===== config.mk =====
export PLATFORM = sky130hd
export DESIGN_NAME = adc_seq_ctrl
export DESIGN_NICKNAME = d
export VERILOG_FILES = /design/src/rtl/adc_seq_pkg.sv /design/src/rtl/adc_chan_map.sv /design/src/rtl/adc_seq_fsm.sv /design/src/rtl/adc_result_bank.sv /design/src/rtl/adc_seq_ctrl.sv
export SDC_FILE = /design/constraint.sdc
export NUM_CORES = 1
export LEC_CHECK = 0
export BUFFER_PORTS_ARGS = -buffer_cell sky130_fd_sc_hd__buf_2
export CAP_MARGIN = 25
export CELL_PAD_IN_SITES_DETAIL_PLACEMENT = 1
export CELL_PAD_IN_SITES_GLOBAL_PLACEMENT = 2
export CORE_AREA = 2 2 92 94
export DETAILED_ROUTE_END_ITERATION = 10
export DIE_AREA = 0 0 94 96
export GPL_TIMING_DRIVEN = 0
export PLACE_DENSITY_LB_ADDON = 0.1
export REMOVE_ABC_BUFFERS = 1
export SYNTH_ARGS = -nofsm -noshare
export SYNTH_HDL_FRONTEND = slang
export SYNTH_SLANG_ARGS = --single-unit

===== constraint.sdc =====
create_clock -name clk -period 1.2 [get_ports clk]
set_clock_uncertainty 0.1 [all_clocks]
set_input_delay 0.06 -clock clk [delete_from_list [all_inputs] [get_ports clk]]
set_output_delay 0.06 -clock clk [all_outputs]
set_load 0.03 [all_outputs]

===== src/rtl/adc_seq_pkg.sv =====
package adc_seq_pkg;
   localparam int CODE_W = 4;

   typedef enum logic [1:0] {
      PH_IDLE  = 2'd0,
      PH_START = 2'd1,
      PH_WAIT  = 2'd2
   } phase_t;

   typedef struct packed {
      logic              multi;
      logic              scan;
      logic [CODE_W-1:0] code;
   } seq_cfg_t;
endpackage


===== src/rtl/adc_chan_map.sv =====
module adc_chan_map
   import adc_seq_pkg::*;
#(
   parameter int IDX_W = 2
) (
   input  seq_cfg_t          cfg,
   input  logic [IDX_W-1:0]  idx,
   output logic [CODE_W-1:0] chan
);
   logic [CODE_W-1:0] grouped;

   generate
      if (IDX_W == CODE_W) begin : g_full
         assign grouped = idx;
      end else begin : g_bank
         assign grouped = {cfg.code[CODE_W-1:IDX_W], idx};
      end
   endgenerate

   assign chan = cfg.multi ? grouped : cfg.code;
endmodule


===== src/rtl/adc_seq_fsm.sv =====
module adc_seq_fsm
   import adc_seq_pkg::*;
#(
   parameter int NUM_SLOTS = 4,
   localparam int IDX_W = $clog2(NUM_SLOTS)
) (
   input  logic             clk,
   input  logic             rst_n,
   input  logic             cfg_wr,
   input  seq_cfg_t         cfg_in,
   input  logic             conv_done,
   output seq_cfg_t         cfg_q,
   output logic [IDX_W-1:0] idx,
   output logic             accept,
   output logic             conv_start,
   output logic             busy,
   output logic             seq_done
);
   localparam logic [IDX_W-1:0] LAST_IDX = IDX_W'(NUM_SLOTS - 1);

   phase_t phase;
   logic   last;

   assign accept     = (phase == PH_WAIT) && conv_done && !cfg_wr;
   assign last       = (idx == LAST_IDX);
   assign conv_start = (phase == PH_START);
   assign busy       = (phase != PH_IDLE);

   always_ff @(posedge clk) begin
      if (!rst_n) begin
         phase    <= PH_IDLE;
         idx      <= '0;
         cfg_q    <= '0;
         seq_done <= 1'b0;
      end else if (cfg_wr) begin
         cfg_q    <= cfg_in;
         idx      <= '0;
         phase    <= PH_START;
         seq_done <= 1'b0;
      end else begin
         case (phase)
            PH_START: phase <= PH_WAIT;
            PH_WAIT: begin
               if (accept) begin
                  if (last) begin
                     seq_done <= 1'b1;
                     idx      <= '0;
                     phase    <= cfg_q.scan ? PH_START : PH_IDLE;
                  end else begin
                     idx   <= idx + 1'b1;
                     phase <= PH_START;
                  end
               end
            end
            default: phase <= PH_IDLE;
         endcase
      end
   end
endmodule


===== src/rtl/adc_result_bank.sv =====
module adc_result_bank #(
   parameter int RES_W     = 10,
   parameter int NUM_SLOTS = 4,
   localparam int IDX_W = $clog2(NUM_SLOTS)
) (
   input  logic                       clk,
   input  logic                       rst_n,
   input  logic                       wr_en,
   input  logic [IDX_W-1:0]           wr_slot,
   input  logic [RES_W-1:0]           wr_data,
   output logic [NUM_SLOTS*RES_W-1:0] res_bus
);
   genvar s;
   generate
      for (s = 0; s < NUM_SLOTS; s++) begin : g_slot
         logic [RES_W-1:0] slot_q;
         always_ff @(posedge clk) begin
            if (!rst_n) begin
               slot_q <= '0;
            end else if (wr_en && (wr_slot == IDX_W'(s))) begin
               slot_q <= wr_data;
            end
         end
         assign res_bus[s*RES_W +: RES_W] = slot_q;
      end
   endgenerate
endmodule


===== src/rtl/adc_seq_ctrl.sv =====
module adc_seq_ctrl
   import adc_seq_pkg::*;
#(
   parameter int RES_W     = 10,
   parameter int NUM_SLOTS = 4,
   localparam int IDX_W = $clog2(NUM_SLOTS)
) (
   input  logic                       clk,
   input  logic                       rst_n,
   input  logic                       cfg_wr,
   input  logic                       cfg_multi,
   input  logic                       cfg_scan,
   input  logic [3:0]                 cfg_code,
   output logic [3:0]                 mux_sel,
   output logic                       conv_start,
   input  logic                       conv_done,
   input  logic [RES_W-1:0]           conv_data,
   output logic [NUM_SLOTS*RES_W-1:0] res_bus,
   output logic                       seq_done,
   output logic                       busy
);
   generate
      if (NUM_SLOTS < 2 || (NUM_SLOTS & (NUM_SLOTS - 1)) != 0) begin : g_bad_slots
         $error("NUM_SLOTS must be a power of two, at least 2");
      end
      if (IDX_W > CODE_W) begin : g_bad_idx
         $error("NUM_SLOTS exceeds the channel code range");
      end
      if (RES_W < 1) begin : g_bad_res
         $error("RES_W must be positive");
      end
   endgenerate

   seq_cfg_t         cfg_in, cfg_q;
   logic [IDX_W-1:0] idx;
   logic             accept;

   assign cfg_in = '{multi: cfg_multi, scan: cfg_scan, code: cfg_code};

   adc_seq_fsm #(.NUM_SLOTS(NUM_SLOTS)) u_fsm (
      .clk        (clk),
      .rst_n      (rst_n),
      .cfg_wr     (cfg_wr),
      .cfg_in     (cfg_in),
      .conv_done  (conv_done),
      .cfg_q      (cfg_q),
      .idx        (idx),
      .accept     (accept),
      .conv_start (conv_start),
      .busy       (busy),
      .seq_done   (seq_done)
   );

   adc_chan_map #(.IDX_W(IDX_W)) u_map (
      .cfg  (cfg_q),
      .idx  (idx),
      .chan (mux_sel)
   );

   adc_result_bank #(.RES_W(RES_W), .NUM_SLOTS(NUM_SLOTS)) u_bank (
      .clk     (clk),
      .rst_n   (rst_n),
      .wr_en   (accept),
      .wr_slot (idx),
      .wr_data (conv_data),
      .res_bus (res_bus)
   );
endmodule


==> metrics.txt <==
outcome=finished, violations left; failing checks=negative setup slack; reg2reg setup slack=-0.19 ns; Via-to-Cell Ratio=approximately 4.6; FFs w/ async S/R, synth=0; Mapped Area=0.00202 mm^2; # fillers=between 900 and 1,000; worst min-delay path startpoint=rst_n; Power Density=approximately 960 mW/mm^2; Worst Hold Endpoint=u_bank.g_slot[2].slot_q[8]$_SDFFE_PN0P_; CTS buffer count=5; unrepaired setup endpoints after global routing=true; num ports=67; placed cells=roughly 360; first-pass GRT wire length=~11,000 um; Fin. Hold Viols=0; core footprint=approximately 0.008 mm^2; number of nets still failing antenna checks after routing=0; non-filler cells, final=approximately 400; crit path DAT=~1.5 ns; TritonCTS clock tree=yes; post-place setup slack=-1.14 ns; syn_area_per_cell=between 9 and 10 um^2; Critical Path Source=u_fsm.phase[0]$_SDFFE_PN0P_; Clock transition at path regs=0.10 ns; met2 Resource Use GR=0.268; final wirelength=between 6000 and 7000 um; library cells used by synthesis=21; Least-Margin Pin Slew=roughly 0.70 ns; met3 Use GR=0.0392; CP startpoint kind=flip-flop; max_slew headroom=0.533; largest net degree at the start of global routing=46; setup violators final=48; Yosys reg bits=just over 50; gr ovfl total=0; Via Count=1,906; die height=between 90 and 100 um; post-synthesis compound-gate area fraction=0.112; clk sinks=51; most used flip-flop cell after synthesis=dfxtp_1; multiplexer share of the synthesized area=0.0507; Worst setup EP type=flip-flop; Synth area leaders=dfxtp_1 50%, nand3_1 10%, o21ai_1 7.9%; minimum clock period=approximately 1.4 ns; Antenna Cells=0; gpl congestion=0.634; CTS H-tree depth=2; Synth Area in Adders=0.0433; r2r endpoint=u_bank.g_slot[3].slot_q[2]$_SDFFE_PN0P_; DP HPWL=approximately 3400 um; clock latency on the worst-skew pair=about 0.3 ns; CP required=about 1.3 ns; DRC=0; Layout area overhead=58.8%; simple-gate share of the synthesized area=0.203; R2R Path Start=u_fsm.phase[0]$_SDFFE_PN0P_; root buf cell=clkbuf_8; Slew Viols, Final=0; Leakage Power=~1.5 nW; per-cell routed wire length=between 15 and 20 um; Post-synth EDFFs=0; Final Cycle Share=1.15; routing usage on met1=0.205; Fmax=around 700 MHz; sequential cell area fraction in the yosys report=0.504; Hold Crit Class=in -> reg; Post-Synth XOR/XNOR Area=0; Max IR drop VDD=roughly 0.4 mV; chip width=about 94 um; layout cell share with drive strength beyond 1=0.469; initial core utilization=0.251; gr busiest metal=met2; cell accounting for the most synthesized area=dfxtp_1; first-pass detailed-route iteration total=4; worst-path fanout max=6; post-route worst setup slack=-0.186 ns; number of global-route vias before repair=between 1,500 and 2,000; kind of critical path=reg -> reg; worst r2r path cells=6; die area=0.00902 mm^2; initial antenna violation count=0; IO buf count=66; clk buf depth=2; largest family of logic cells by synthesized area=simple AND/OR/NAND/NOR gates; max-cap violations=0; GRT Overall Usage=0.159; nets@finish=331; num rows=33; post-synthesis cell count=209; Ys Warns=0; top-area cell type share of the netlist area=0.504; WHS Path Cells=3; Starting DRT DRC Count=between 50 and 60
## per-layer routing
layer,wire (um),vias up
met2,3320,46
met4,58,0
met1,3250,908
li1,-,948
met5,0,-
met3,356,4
## synthesized netlist by cell type (2+ instances only)
cell type,n
buf_2,8
o21ai_0,8
inv_1,6
mux2i_1,8
buf_6,6
nand2_1,12
nand2b_1,2
nand3_1,42
a21oi_1,2
dfxtp_1,51
buf_4,6
mux2_2,2
nand4b_4,3
nor2_1,3
ha_1,7
o21ai_1,32
nor2b_1,7
## through the flow
step	power (mW)	hold slack (ns)	utilization	TNS (ns)	cell area (um^2)
6_report	3.08	0.0766	0.399	-6.22	3210
5_1_grt	3.22	0.0952	0.399	-9.73	3210
4_1_cts	3.11	0.0680	0.382	-5.45	3080
3_5_place_dp	1.97	0.233	0.292	-28.98	2350
3_3_place_gp	1.96	0.222	0.290	-30.83	2330
2_1_floorplan	1.86	0.0882	-	-14.43	1870
## what timing repair did
item | 4_1_cts | 5_1_grt
hold endpoints to repair | 38 | 0
endpoints found under the setup margin | 49 | 49
resized for setup | 58 | 20
hold buffers | 16 | 0
pin swaps | 22 | 8
cloned | 9 | 1
setup buffers | 10 | 5
## flip-flops by register name, summed over array words and instances, names as in the netlist
register	count
u_bank.g_slot.slot_q	40
u_fsm.cfg_q	6
u_fsm.idx	2
u_fsm.phase	2
u_fsm.seq_done	1
## cell type report
cell class | count | area [um^2] | share of cell area
clock buffers | 5 | 68.8 | 0.0214
inverters | 6 | 27.5 | 0.00856
flip-flops and latches | 51 | 1030 | 0.322
repair buffers | 98 | 708 | 0.220
multi-input cells | 142 | 1220 | 0.381
clock inverters | 3 | 18.8 | 0.00584
well taps | 105 | 131 | 0.0409
## worst max path at each step
stage / end / slack (ns) / cells past startpoint
CTS: u_bank.g_slot[2].slot_q[0]$_SDFFE_PN0P_ / -0.15 / 7
detailed placement: u_bank.g_slot[2].slot_q[4]$_SDFFE_PN0P_ / -1.14 / 5
global route: u_bank.g_slot[3].slot_q[3]$_SDFFE_PN0P_ / -0.25 / 6
global placement: u_bank.g_slot[2].slot_q[2]$_SDFFE_PN0P_ / -1.13 / 5
floorplan: u_bank.g_slot[2].slot_q[0]$_SDFFE_PN0P_ / -0.62 / 5
finish: u_bank.g_slot[3].slot_q[2]$_SDFFE_PN0P_ / -0.19 / 6
## cell usage in the layout, fill, tap and decap left out, types with 2 or more instances in the layout
| cell type | netlist | final |
|---|---|---|
| a21oi_2 | 0 | 2 |
| buf_12 | 0 | 4 |
| buf_2 | 8 | 62 |
| buf_4 | 6 | 6 |
| buf_6 | 6 | 10 |
| clkbuf_8 | 0 | 5 |
| clkinv_2 | 0 | 2 |
| dfxtp_1 | 51 | 46 |
| dfxtp_2 | 0 | 2 |
| dfxtp_4 | 0 | 3 |
| dlygate4sd3_1 | 0 | 16 |
| ha_4 | 0 | 6 |
| inv_2 | 0 | 3 |
| inv_4 | 0 | 2 |
| mux2_4 | 0 | 2 |
| mux2i_1 | 8 | 8 |
| nand2_1 | 12 | 12 |
| nand2b_1 | 2 | 2 |
| nand3_1 | 42 | 27 |
| nand3_2 | 0 | 15 |
| nand4b_1 | 1 | 2 |
| nand4b_4 | 3 | 11 |
| nor2_1 | 3 | 3 |
| nor2b_1 | 7 | 7 |
| o21ai_0 | 8 | 4 |
| o21ai_1 | 32 | 32 |
| o21ai_2 | 1 | 5 |
## worst max-delay path, cell delays in order (launching register included)
cell	delay, ns
dfxtp_2	0.34
inv_2	0.06
ha_4	0.16
buf_4	0.15
nand4b_4	0.22
nand3_1	0.16
o21ai_0	0.09
## where the power goes
part	switching [mW]	internal, mW	leakage [nW]
registers	0.0114	1.70	0.415
logic	0.185	0.165	1.01
clock network	0.605	0.412	0.0483
total	0.801	2.28	1.47
## kinds of logic (layout without fill, tap and decap cells)
logic type	after synthesis	in the layout
AND/OR/NAND/NOR	71	81
flip-flops	51	51
AO/OA/AOI/OAI	44	44
buffers and inverters	26	112
multiplexers	10	10
adder cells (fa/ha/maj)	7	7
Note: power is estimated with default switching activity, not from simulation.
